<file path="config.mk">
export PLATFORM = sky130hd
export DESIGN_NAME = shared_vol_mixer
export DESIGN_NICKNAME = d
export VERILOG_FILES = /design/src/rtl/vmix_pkg.sv /design/src/rtl/vmix_rom.sv /design/src/rtl/vmix_seq.sv /design/src/rtl/shared_vol_mixer.sv
export SDC_FILE = /design/constraint.sdc
export NUM_CORES = 1
export LEC_CHECK = 0
export ABC_AREA = 0
export BUFFER_PORTS_ARGS = -buffer_cell sky130_fd_sc_hd__buf_2
export CAP_MARGIN = 25
export CORE_UTILIZATION = 55
export CTS_BUF_LIST = sky130_fd_sc_hd__clkbuf_16
export CTS_CLUSTER_DIAMETER = 40
export DETAILED_ROUTE_END_ITERATION = 8
export GPL_ROUTABILITY_DRIVEN = 0
export GPL_TIMING_DRIVEN = 0
export PLACE_DENSITY = 0.82
export SLEW_MARGIN = 20
export SYNTH_ARGS = -nofsm -noshare
export SYNTH_HDL_FRONTEND = slang
export SYNTH_SLANG_ARGS = --single-unit
</file>
<file path="constraint.sdc">
create_clock -name clk -period 3.1 [get_ports clk]
set_clock_uncertainty 0.1 [all_clocks]
set_input_delay 0.31 -clock clk [delete_from_list [all_inputs] [get_ports clk]]
set_output_delay 0.31 -clock clk [all_outputs]
set_load 0.1 [all_outputs]
</file>
<file path="src/rtl/vmix_pkg.sv">
package vmix_pkg;
  localparam int LVL_W  = 4;
  localparam int OUT_W  = 8;
  localparam int NCH    = 3;
  localparam int NLVL   = 1 << LVL_W;
  localparam int SUM_W  = OUT_W + $clog2(NCH + 1);
  localparam int PTR_W  = $clog2(NCH);

  typedef logic [PTR_W-1:0] chan_t;
  typedef logic [LVL_W-1:0] lvl_t;
  typedef logic [OUT_W-1:0] level_t;

  // divider ratio for a given code: one device on, the rest off, against the load
  function automatic real divider_ratio(input int code);
    real r_on, g_tot, z;
    r_on = 900.0;
    for (int k = code; k < NLVL - 1; k++) r_on = r_on * 1.55;
    g_tot = (1.0 / r_on) + real'(NLVL - 1) / 3.0e6;
    z = 1.0 / g_tot;
    return 1000.0 / (1000.0 + z);
  endfunction

  // whole table packed, entry i at bits [i*OUT_W +: OUT_W]
  function automatic logic [NLVL*OUT_W-1:0] build_table();
    logic [NLVL*OUT_W-1:0] t;
    real full, v;
    t = '0;
    full = divider_ratio(NLVL - 1);
    for (int i = 0; i < NLVL; i++) begin
      v = real'((1 << OUT_W) - 1) * divider_ratio(i) / full;
      t[i*OUT_W +: OUT_W] = OUT_W'($rtoi(v + 0.5));
    end
    return t;
  endfunction
endpackage

</file>
<file path="src/rtl/vmix_rom.sv">
module vmix_rom
  import vmix_pkg::*;
(
  input  logic   clk,
  input  logic   rst_n,
  input  lvl_t   addr,
  output level_t q
);
  localparam logic [NLVL*OUT_W-1:0] TABLE = build_table();

  always_ff @(posedge clk or negedge rst_n) begin
    if (!rst_n) q <= '0;
    else        q <= TABLE[addr*OUT_W +: OUT_W];
  end

  // full-scale code reads as full scale one clock later
  assert_full_scale_R3: assert property (@(posedge clk) disable iff (!rst_n)
    (addr == lvl_t'(NLVL - 1)) |=> (q == level_t'((1 << OUT_W) - 1)));
endmodule

</file>
<file path="src/rtl/vmix_seq.sv">
module vmix_seq
  import vmix_pkg::*;
(
  input  logic  clk,
  input  logic  rst_n,
  input  logic  cen,
  output chan_t cur_ch,
  output chan_t wr_ch,
  output logic  wr_ok
);
  always_ff @(posedge clk or negedge rst_n) begin
    if (!rst_n) begin
      cur_ch <= '0;
      wr_ch  <= '0;
      wr_ok  <= 1'b0;
    end else if (cen) begin
      wr_ch  <= cur_ch;
      wr_ok  <= 1'b1;
      cur_ch <= (cur_ch == chan_t'(NCH - 1)) ? '0 : chan_t'(cur_ch + 1'b1);
    end
  end

  // pointer always moves one step in rotation on a pulse
  assert_rotate_R4: assert property (@(posedge clk) disable iff (!rst_n)
    cen |=> (cur_ch == (($past(cur_ch) == chan_t'(NCH - 1)) ? chan_t'(0)
                                                            : chan_t'($past(cur_ch) + 1'b1))));
endmodule

</file>
<file path="src/rtl/shared_vol_mixer.sv">
module shared_vol_mixer
  import vmix_pkg::*;
(
  input  logic                  clk,
  input  logic                  rst_n,
  input  logic                  cen,
  input  logic [3:0]            lvl_a,
  input  logic [3:0]            lvl_b,
  input  logic [3:0]            lvl_c,
  output logic [7:0]            out_a,
  output logic [7:0]            out_b,
  output logic [7:0]            out_c,
  output logic [9:0]            out_sum
);
  lvl_t   lvl_in [NCH];
  level_t ch_q   [NCH];
  chan_t  cur_ch, wr_ch;
  logic   wr_ok;
  lvl_t   rom_addr;
  level_t rom_q;

  assign lvl_in[0] = lvl_a;
  assign lvl_in[1] = lvl_b;
  assign lvl_in[2] = lvl_c;

  vmix_seq u_seq (
    .clk(clk), .rst_n(rst_n), .cen(cen),
    .cur_ch(cur_ch), .wr_ch(wr_ch), .wr_ok(wr_ok)
  );

  always_ff @(posedge clk or negedge rst_n) begin
    if (!rst_n)   rom_addr <= '0;
    else if (cen) rom_addr <= lvl_in[cur_ch];
  end

  vmix_rom u_rom (.clk(clk), .rst_n(rst_n), .addr(rom_addr), .q(rom_q));

  for (genvar g = 0; g < NCH; g++) begin : g_ch
    always_ff @(posedge clk or negedge rst_n) begin
      if (!rst_n)                                 ch_q[g] <= '0;
      else if (cen && wr_ok && wr_ch == chan_t'(g)) ch_q[g] <= rom_q;
    end
  end

  always_ff @(posedge clk or negedge rst_n) begin
    if (!rst_n) out_sum <= '0;
    else        out_sum <= SUM_W'(ch_q[0]) + SUM_W'(ch_q[1]) + SUM_W'(ch_q[2]);
  end

  assign out_a = ch_q[0];
  assign out_b = ch_q[1];
  assign out_c = ch_q[2];

  assert_cen_gap_R7: assert property (@(posedge clk) disable iff (!rst_n)
    cen |=> !cen);

  assert_one_chan_R4: assert property (@(posedge clk) disable iff (!rst_n)
    $countones({!$stable(out_a), !$stable(out_b), !$stable(out_c)}) <= 1);

  assert_hold_R8: assert property (@(posedge clk) disable iff (!rst_n)
    !$past(cen) |-> ($stable(out_a) && $stable(out_b) && $stable(out_c)));

  assert_sum_R6: assert property (@(posedge clk) disable iff (!rst_n)
    1'b1 |=> (out_sum == $past(10'(out_a) + 10'(out_b) + 10'(out_c))));
endmodule

</file>
# [After elaboration in Yosys (flattened, before gate mapping)]
# Index checks and enable logic that the tools add are counted.
[totals] reg_bits=51 in_bits=15 output_inout_bits=34
[op_classes] add_sub_neg=3 n_lt_le_gt_ge=1 eq_ne=3 n_shift=1 mux=4 n_bitwise=1 n_reduce_logical=5
[ops] cell="$shiftx 128x8->8 const A" n=1
[ops] cell="$add 9x8->10" n=1
[ops] cell="$add 8x8->9" n=1
[ops] cell="$bmux 4 s2" n=1
[ops] cell="$mux 4" n=2
[ops] cell="$eq 2x2->1 const B" n=2
[ops] cell="$logic_and 1x1->1" n=4
[ops] cell="$ge 3x3->1 const B" n=1
[ops] cell="$not 2->3" n=1
[ops] cell="$add 2x1->2 const B" n=1
[ops] cell="$eq 2x1->1 const B" n=1
[ops] cell="$logic_not 2->1" n=1
[ops] cell="$mux 2" n=1

# [Logic depth before layout (Yosys ltp)]
# Gate-level depths: netlist of the first run.
[depth] word_depth=4 mapped_depth=13 mapped_depth_nobuf=13

# [By module]
# From an unflattened synthesis of the first run, not the netlist that was laid out.
[hier_totals] hier_cells=226 area_unflattened_um2=2710.1
[by_module_without_submodules] mod="shared_vol_mixer" n_inst=1 cells_per_inst=174 area_per_inst_um2=2045.7 seq_area_each_um2=950.9
[by_module_without_submodules] mod="vmix_rom" n_inst=1 cells_per_inst=39 area_per_inst_um2=484.2 seq_area_each_um2=200.2
[by_module_without_submodules] mod="vmix_seq" n_inst=1 cells_per_inst=13 area_per_inst_um2=180.2 seq_area_each_um2=125.1

# [Least setup slack after synthesis of the first run]
# OpenSTA, ideal clock, no wires.
[synth_timing] kind="register to register" start="register ch_q, in the netlist out_b[0]" end="register out_sum[7]" arrival_time_ns=3.165 t_required_ns=2.921 slack_ns=-0.244 stages_incl_launch_ff=14 synth_period_minus_slack_ns=3.344 cell_sequence="dfrtp_1 ha_1 inv_1 fa_1 nand2b_1 nand2b_1 a21oi_1 xnor2_1 ha_1 nand3_1 o211ai_1 nor4_1 nor3_1 xor2_1"
[synth_via] elab_chain_cells=2
[synth_rtl] element="start: declaration" line="shared_vol_mixer.sv:16" rtl="level_t ch_q [NCH];"
[synth_rtl] element="start signal: indexed assignment" line="shared_vol_mixer.sv:41" rtl="else if (cen && wr_ok && wr_ch == chan_t'(g)) ch_q[g] <= rom_q;"
[synth_rtl] element="$add 8x8->9" line="shared_vol_mixer.sv:47" rtl="else out_sum <= SUM_W'(ch_q[0]) + SUM_W'(ch_q[1]) + SUM_W'(ch_q[2]);"
[synth_rtl] element="$add 9x8->10" line="shared_vol_mixer.sv:47"
[synth_rtl] element="end signal: assignment" line="shared_vol_mixer.sv:47"
[synth_rtl] element="end: declaration" line="shared_vol_mixer.sv:13" rtl="output logic [9:0] out_sum"
# No other way between the ends.
# A chain may end at the register's enable or synchronous reset.

# [Final worst setup path of the first run]
# Ends and elaborated chain as after synthesis.

==> metrics.csv, run 1 <==
metric,value,unit
wirelength,5300,µm
wire_per_inst,14.8,µm
reg2reg_slack,220,ps
max_freq,348,MHz
worstSetupPathType,register to register,
finalMaxSlewViolations,0,
cp-end-kind,register,
diodes,0,
ant_nets,0,
hold_violations,0,
hold_path_depth,2,
cts_max_level,2,
yosys.area.top_type,dfrtp_1,
path_clk_slew,70,ps
drive_above_1_share,34.6,%
ios,49,
die_x,72.2,µm
syn-num-nets,275,
netlist_instances,234,
critPathMaxFanout,6,
dp_cells,349,
min_path_type,primary input to register,
place_ws,220,ps
grt_pass1_wl,8760,µm
drc,0,
synthesis.area,2710,µm²
hp-start,cen,
post-route-min-period,2880,ps
setup_ws,225,ps
clock-root-buffer,clkbuf_16,
worstPathArrival,3000,ps
syn2layout_area_growth,20.5,%
synth_ff_type,dfrtp_1,
insertion_delay,290,ps
synth_edf_count,0,
grt_start_max_net_pins,28,
finalSetupTns,0,ps
rr_worst_depth,13,
yosysMostFrequentCell,dfrtp_1,
num_rows,25,
timing.rr.end,out_sum[7],
track_usage,22.5,%
first_pass_iters,4,
tritoncts,yes,
grt_pass1_vias,1903,
core_region_area,4720,µm²
cts_max_path_buffers,2,
synth_warnings,0,
grt_antenna_before_repair,0,
status,completed,
rsz0062_at_grt,no,
worst_pin_slew,748,ps
cts_buffers,5,
routed_via_density,5.35,
hold_ws,189,ps
worstSetupStartpointType,register,
r2r_start,out_b[0],
die_height,72.2,µm
dieArea,5210,µm²
yosysTopAreaCellShare,47.1,%
io_buffer_count,47,
via_count,1920,
synth_seq_area_share,47.1,%
final.period_utilization,92.8,%
start_util,57.4,%
cap_violations,0,
required,3220,ps
cts_num_sinks,51,
synth_seq_cells,51,
syn-mean-instance-area,11.6,µm²
gr-total-overflow,0,
slew_headroom,49.9,%
synth-async-reset-ratio,100,%
min_to,u_seq.wr_ok,
place.detailed.hpwl,3870,µm
final-instance-count-excl-fill,359,
setup_viol,0,
synth_commonest_cells,"51 x dfrtp_1, 25 x a21oi_1, 24 x ha_1",
first_iter_violations,61,
ys_top_cells_by_area,"dfrtp_1 47%, ha_1 11%, mux2_2 7.1%",
final_nets,332,
synthDistinctLibCells,36,
## metal layers
metal	vias up	global-route usage (%)	routed length, µm
li1	929	-	-
met2	44	41.4	2800
met3	7	4.86	176
met1	940	25.2	2240
met4	0	8.93	91
met5	-	0	0
## worst max-delay path by stage
| stage | startpoint | slack, ps | endpoint | cells past startpoint |
|---|---|---|---|---|
| after floorplan | out_b[0] | 50 | out_sum[7] | 13 |
| after global placement | out_a[0] | 310 | out_sum[7] | 13 |
| after detailed placement | out_b[0] | 220 | out_sum[7] | 13 |
| after CTS | out_b[0] | 190 | out_sum[7] | 13 |
| after global routing | out_b[0] | 30 | out_sum[7] | 13 |
| final | out_b[0] | 220 | out_sum[7] | 13 |
## cell usage in the layout, fill, tap and decap left out, types with 3 or more instances in the layout
cell | synthesis | final
mux2i_1 | 6 | 6
nand2_1 | 9 | 9
dfrtp_2 | 0 | 8
xnor2_1 | 7 | 7
nor2_1 | 14 | 14
dfrtp_1 | 51 | 43
clkbuf_1 | 6 | 6
o21ai_0 | 5 | 5
nor3_1 | 3 | 3
mux2_4 | 8 | 8
a21o_1 | 3 | 3
buf_2 | 0 | 47
mux2_2 | 17 | 17
ha_1 | 24 | 22
o211ai_1 | 3 | 3
nand3_1 | 4 | 4
a21oi_1 | 25 | 25
nor2b_1 | 3 | 3
inv_1 | 11 | 11
or2_2 | 3 | 3
xor2_1 | 7 | 7
clkbuf_16 | 0 | 5
## flip-flops by register name, indices dropped and copies added, names as in the netlist
register      cells
out_sum          10
out_a             8
out_b             8
out_c             8
u_rom.q           8
rom_addr          4
u_seq.cur_ch      2
u_seq.wr_ch       2
u_seq.wr_ok       1
## through the flow
stage          util, %  instance area, µm²
2_1_floorplan        -                2720
3_3_place_gp      64.3                3040
3_5_place_dp      64.9                3070
4_1_cts           68.7                3250
5_1_grt           69.1                3270
6_report          69.1                3270
## layout make-up
type / count / area, µm²
plain buffers: 8 / 41.3
clock buffers: 5 / 125
clock inverters: 3 / 43.8
fillers: 354 / 1460
inverters: 11 / 41.3
multi-input cells: 164 / 1360
flip-flops and latches: 51 / 1290
well taps: 67 / 83.8
repair buffers: 50 / 280
## kinds of logic (layout without fill, tap and decap cells)
| logic type | Yosys count | after routing | synth area share [%] |
|---|---|---|---|
| flip-flops | 51 | 51 | 47.1 |
| AND/OR/NAND/NOR | 48 | 48 | 8.77 |
| AO/OA/AOI/OAI | 44 | 44 | 9.46 |
| multiplexers | 32 | 32 | 14.5 |
| adder cells (fa/ha/maj) | 26 | 26 | 12.6 |
| buffers and inverters | 19 | 77 | 3.05 |
| XOR/XNOR | 14 | 14 | 4.52 |
## repair_timing
action	in CTS	in global routing
hold buffers	1	0
resized for setup	0	3
setup endpoints to repair	0	1
setup buffers	0	1
hold endpoints to repair	26	0
## critical path: stages (launching register included)
cell and delay (ps):
dfrtp_2 380, ha_2 170, inv_1 50, fa_1 400, nand2b_4 160, nand2b_1 90, a21oi_1 90, xnor2_1 140
ha_2 380, nand3_1 90, o211ai_1 300, nor4_1 100, nor3_1 210, xor2_1 160
Power of run 1 is not shown: default switching activity piles up to over one toggle a cycle in this logic, so the estimate is an artifact.
==> run 2, diff against run 1 <==
Settings changed: CAP_MARGIN 25 to 30, CTS_BUF_LIST sky130_fd_sc_hd__clkbuf_16 to unset.
==> metrics.csv, run 2 (synthesized netlist as in run 1, its figures left out) <==
metric,value,unit
use_met1,24.8,%
die_height,72.2,µm
post_dp_cell_area,3070,µm²
worstSetupPathType,register to register,
finalSetupTns,0,ps
tritoncts,yes,
final.period_utilization,92.2,%
grt_use_met2,38.4,%
grt_antenna_before_repair,0,
layout_common_cells,"47 x buf_2, 43 x dfrtp_1, 25 x a21oi_1",
min_path_type,primary input to register,
gr-total-overflow,0,
num_rows,25,
worst_pin_slew,776,ps
slew_headroom,48.0,%
insertion_delay,300,ps
cp-end-kind,register,
worstPathArrival,2990,ps
cts_num_sinks,51,
hold_violations,0,
dieArea,5210,µm²
wirelength,5160,µm
setup_viol,0,
core_region_area,4720,µm²
place_ws,220,ps
ant_nets,0,
first_pass_iters,4,
layout_commonest_cell,buf_2,
hold_ws,175,ps
die_x,72.2,µm
first_iter_violations,82,
syn2layout_area_growth,17.8,%
clock-root-buffer,clkbuf_8,
final_nets,331,
setup_ws,241,ps
drive_above_1_share,33.7,%
wire_per_inst,14.4,µm
cts_setup_buffers,0,
routed_via_density,5.41,
ios,49,
grt_start_max_net_pins,28,
grt_pass1_vias,1868,
start_util,57.4,%
fin_area,3190,µm²
rsz0062_at_grt,no,
place.detailed.hpwl,3870,µm
cts_max_level,2,
path_clk_slew,90,ps
status,completed,
required,3240,ps
cap_violations,0,
critPathMaxFanout,6,
via_count,1937,
post-route-min-period,2860,ps
track_usage,21.5,%
max_freq,350,MHz
largest_register_ffs,10,
worstSetupStartpointType,register,
io_buffer_count,47,
top_usage_layer,met2,
grt_use_met3,4.86,%
grt_pass1_wl,8470,µm
cts_max_path_buffers,2,
cts_buffers,5,
diodes,0,
finalMaxSlewViolations,0,
top_register,out_sum,
drc,0,
==> run 2: cell count changes in the layout (fill, tap and decap cells not counted) <==
cell | before | now
ha_1 | 22 | 23
clkbuf_8 | 0 | 5
clkbuf_16 | 5 | 0
nand2b_4 | 1 | 0
buf_4 | 2 | 1
nand2b_1 | 2 | 3
ha_2 | 2 | 1
==> run 2: what timing repair did <==
item / in CTS / in global routing
gates resized for setup: 0 / 1
endpoints found under the setup margin: 0 / 1
hold endpoints to repair: 26 / 0
hold buffers: 1 / 0
==> run 2: cell type report <==
cell class | count | area, µm²
Inverter | 11 | 41.3
Multi-Input combinational cell | 164 | 1350
Sequential cell | 51 | 1290
Tap cell | 67 | 83.8
Fill cell | 368 | 1530
Buffer | 8 | 41.3
Clock buffer | 5 | 68.8
Timing Repair Buffer | 49 | 273
Clock inverter | 3 | 43.8
==> run 2: per-stage QoR <==
stage | util [%] | std cells
3_5_place_dp | 64.9 | 349
2_1_floorplan | - | 234
5_1_grt | 67.6 | 358
3_3_place_gp | 64.3 | 348
6_report | 67.6 | 358
4_1_cts | 67.5 | 358
==> run 2: worst paths after layout <==
kind                               endpoint      from  cells after the start  slack, ps
worst max-delay path             out_sum[7]  out_b[0]                     13        240
worst min-delay path            u_seq.wr_ok       cen                      2        180
worst max register to register   out_sum[7]  out_b[0]                     13        240
worst min register to register     out_a[0]  out_a[0]                      1        440
max in group asynchronous          out_a[4]     rst_n                      3       1870
min in group asynchronous        out_sum[2]     rst_n                      2        470
==> run 2: critical path, cell delays in order, from the launching register on <==
cell,delay (ps)
dfrtp_2,390
ha_1,160
inv_1,50
fa_1,390
nand2b_1,190
nand2b_1,80
a21oi_1,80
xnor2_1,140
ha_2,390
nand3_1,90
o211ai_1,290
nor4_1,100
nor3_1,210
xor2_1,160
==> run 2: metal layers <==
layer,share of wire [%],vias up
met5,0,-
met4,1.6,0
met3,4.0,10
met2,52,51
met1,42,949
li1,-,927
Power of run 2 is left out for the same reason.
==> run 3, diff against run 2 <==
Settings changed: CORE_UTILIZATION 55 to 45, PLACE_DENSITY 0.82 to 0.7, TNS_END_PERCENT set to 30.
==> metrics.csv, run 3 (synthesized netlist as in run 1, its figures left out) <==
metric,value,unit
status,completed,
start_util,48.0,%
top_usage_layer,met2,
crit_buf_inv,1,
first_iter_violations,124,
tritoncts,yes,
dieArea,6340,µm²
grt_use_met2,30.3,%
clock-root-buffer,clkbuf_8,
core_region_area,5640,µm²
required,3230,ps
use_met1,21.1,%
final.period_utilization,94.8,%
grt_pass1_vias,1861,
cp_top_family,adder cells,
cts_buffers,5,
first_pass_iters,4,
finalSetupTns,0,ps
grt_start_max_net_pins,27,
post-route-min-period,2940,ps
min_path_type,primary input to register,
diodes,0,
insertion_delay,300,ps
worstSetupStartpointType,register,
worstPathArrival,3070,ps
die_height,79.6,µm
slowest_stage,fa_1,
num_rows,27,
wire_per_inst,13.7,µm
die_x,79.6,µm
grt_antenna_before_repair,0,
worst_pin_slew,887,ps
cts_num_sinks,51,
top_register,out_sum,
gr-total-overflow,0,
io_buffer_count,47,
final-instance-count-excl-fill,363,
cts_setup_buffers,0,
syn2layout_area_growth,16.4,%
track_usage,17.3,%
cts_max_path_buffers,2,
via_count,1868,
path_clk_slew,90,ps
max_stage_delay,400,ps
fillers,491,
drive_above_1_share,31.3,%
post-route-util,55.9,%
drc,0,
ios,49,
final_nets,331,
routed_via_density,5.15,
rsz0062_at_grt,no,
hold_violations,0,
cts_max_level,2,
grt_use_met3,2.51,%
setup_viol,0,
worstSetupPathType,register to register,
cap_violations,0,
critical_path.cell_chain,"ha_1, inv_1, fa_1, nand2b_1, nand2b_1, a21oi_1, xnor2_1, ha_1, nand3_1, o211ai_1, nor4_1, nor3_1, xor2_1",
finalMaxSlewViolations,0,
critPathMaxFanout,6,
ant_nets,0,
place.detailed.hpwl,3740,µm
slew_headroom,40.6,%
cp-end-kind,register,
wirelength,4960,µm
largest_register_ffs,10,
layout_common_cells,"47 x buf_2, 47 x dfrtp_1, 25 x a21oi_1",
max_freq,340,MHz
grt_pass1_wl,8380,µm
dp_cells,354,
==> run 3: cell type report <==
cell class / count / area [µm²] / share of cell area [%]
clock inverters: 1 / 7.51 / 0.238
inverters: 11 / 41.3 / 1.31
flip-flops and latches: 51 / 1280 / 40.6
well taps: 72 / 90.1 / 2.86
plain buffers: 8 / 41.3 / 1.31
repair buffers: 49 / 265 / 8.41
clock buffers: 7 / 76.3 / 2.42
multi-input cells: 164 / 1350 / 42.8
==> run 3: timing repair <==
action                    in CTS  in global routing
hold buffers                   1                  0
hold endpoints to repair      25                  0
gates resized for setup        0                  0
==> run 3: worst paths after layout <==
path | start | to | slack, ps | cells past startpoint
worst max-delay path | out_b[0] | out_sum[7] | 160 | 13
worst min-delay path | cen | u_seq.wr_ok | 170 | 2
worst max register to register | out_b[0] | out_sum[7] | 160 | 13
worst min register to register | u_seq.wr_ok | u_seq.wr_ok | 430 | 1
max in group asynchronous | rst_n | out_b[1] | 1890 | 3
min in group asynchronous | rst_n | out_sum[1] | 450 | 2
==> run 3: metrics by stage <==
stage | hold slack, ps | cell area (µm²) | worst slack, ps
floorplan | -85.6 | 2720 | -56.1
global placement | 406 | 3040 | 273
detailed placement | 262 | 3060 | 207
CTS | 159 | 3150 | 175
global route | 172 | 3150 | 1.20
finish | 174 | 3150 | 161
==> run 3: per-layer routing <==
| layer | vias to the layer above | wire, µm |
|---|---|---|
| met1 | 899 | 2250 |
| met2 | 40 | 2460 |
| met5 | - | 0 |
| met4 | 0 | 82 |
| met3 | 7 | 159 |
| li1 | 922 | - |
Power of run 3 is left out for the same reason.
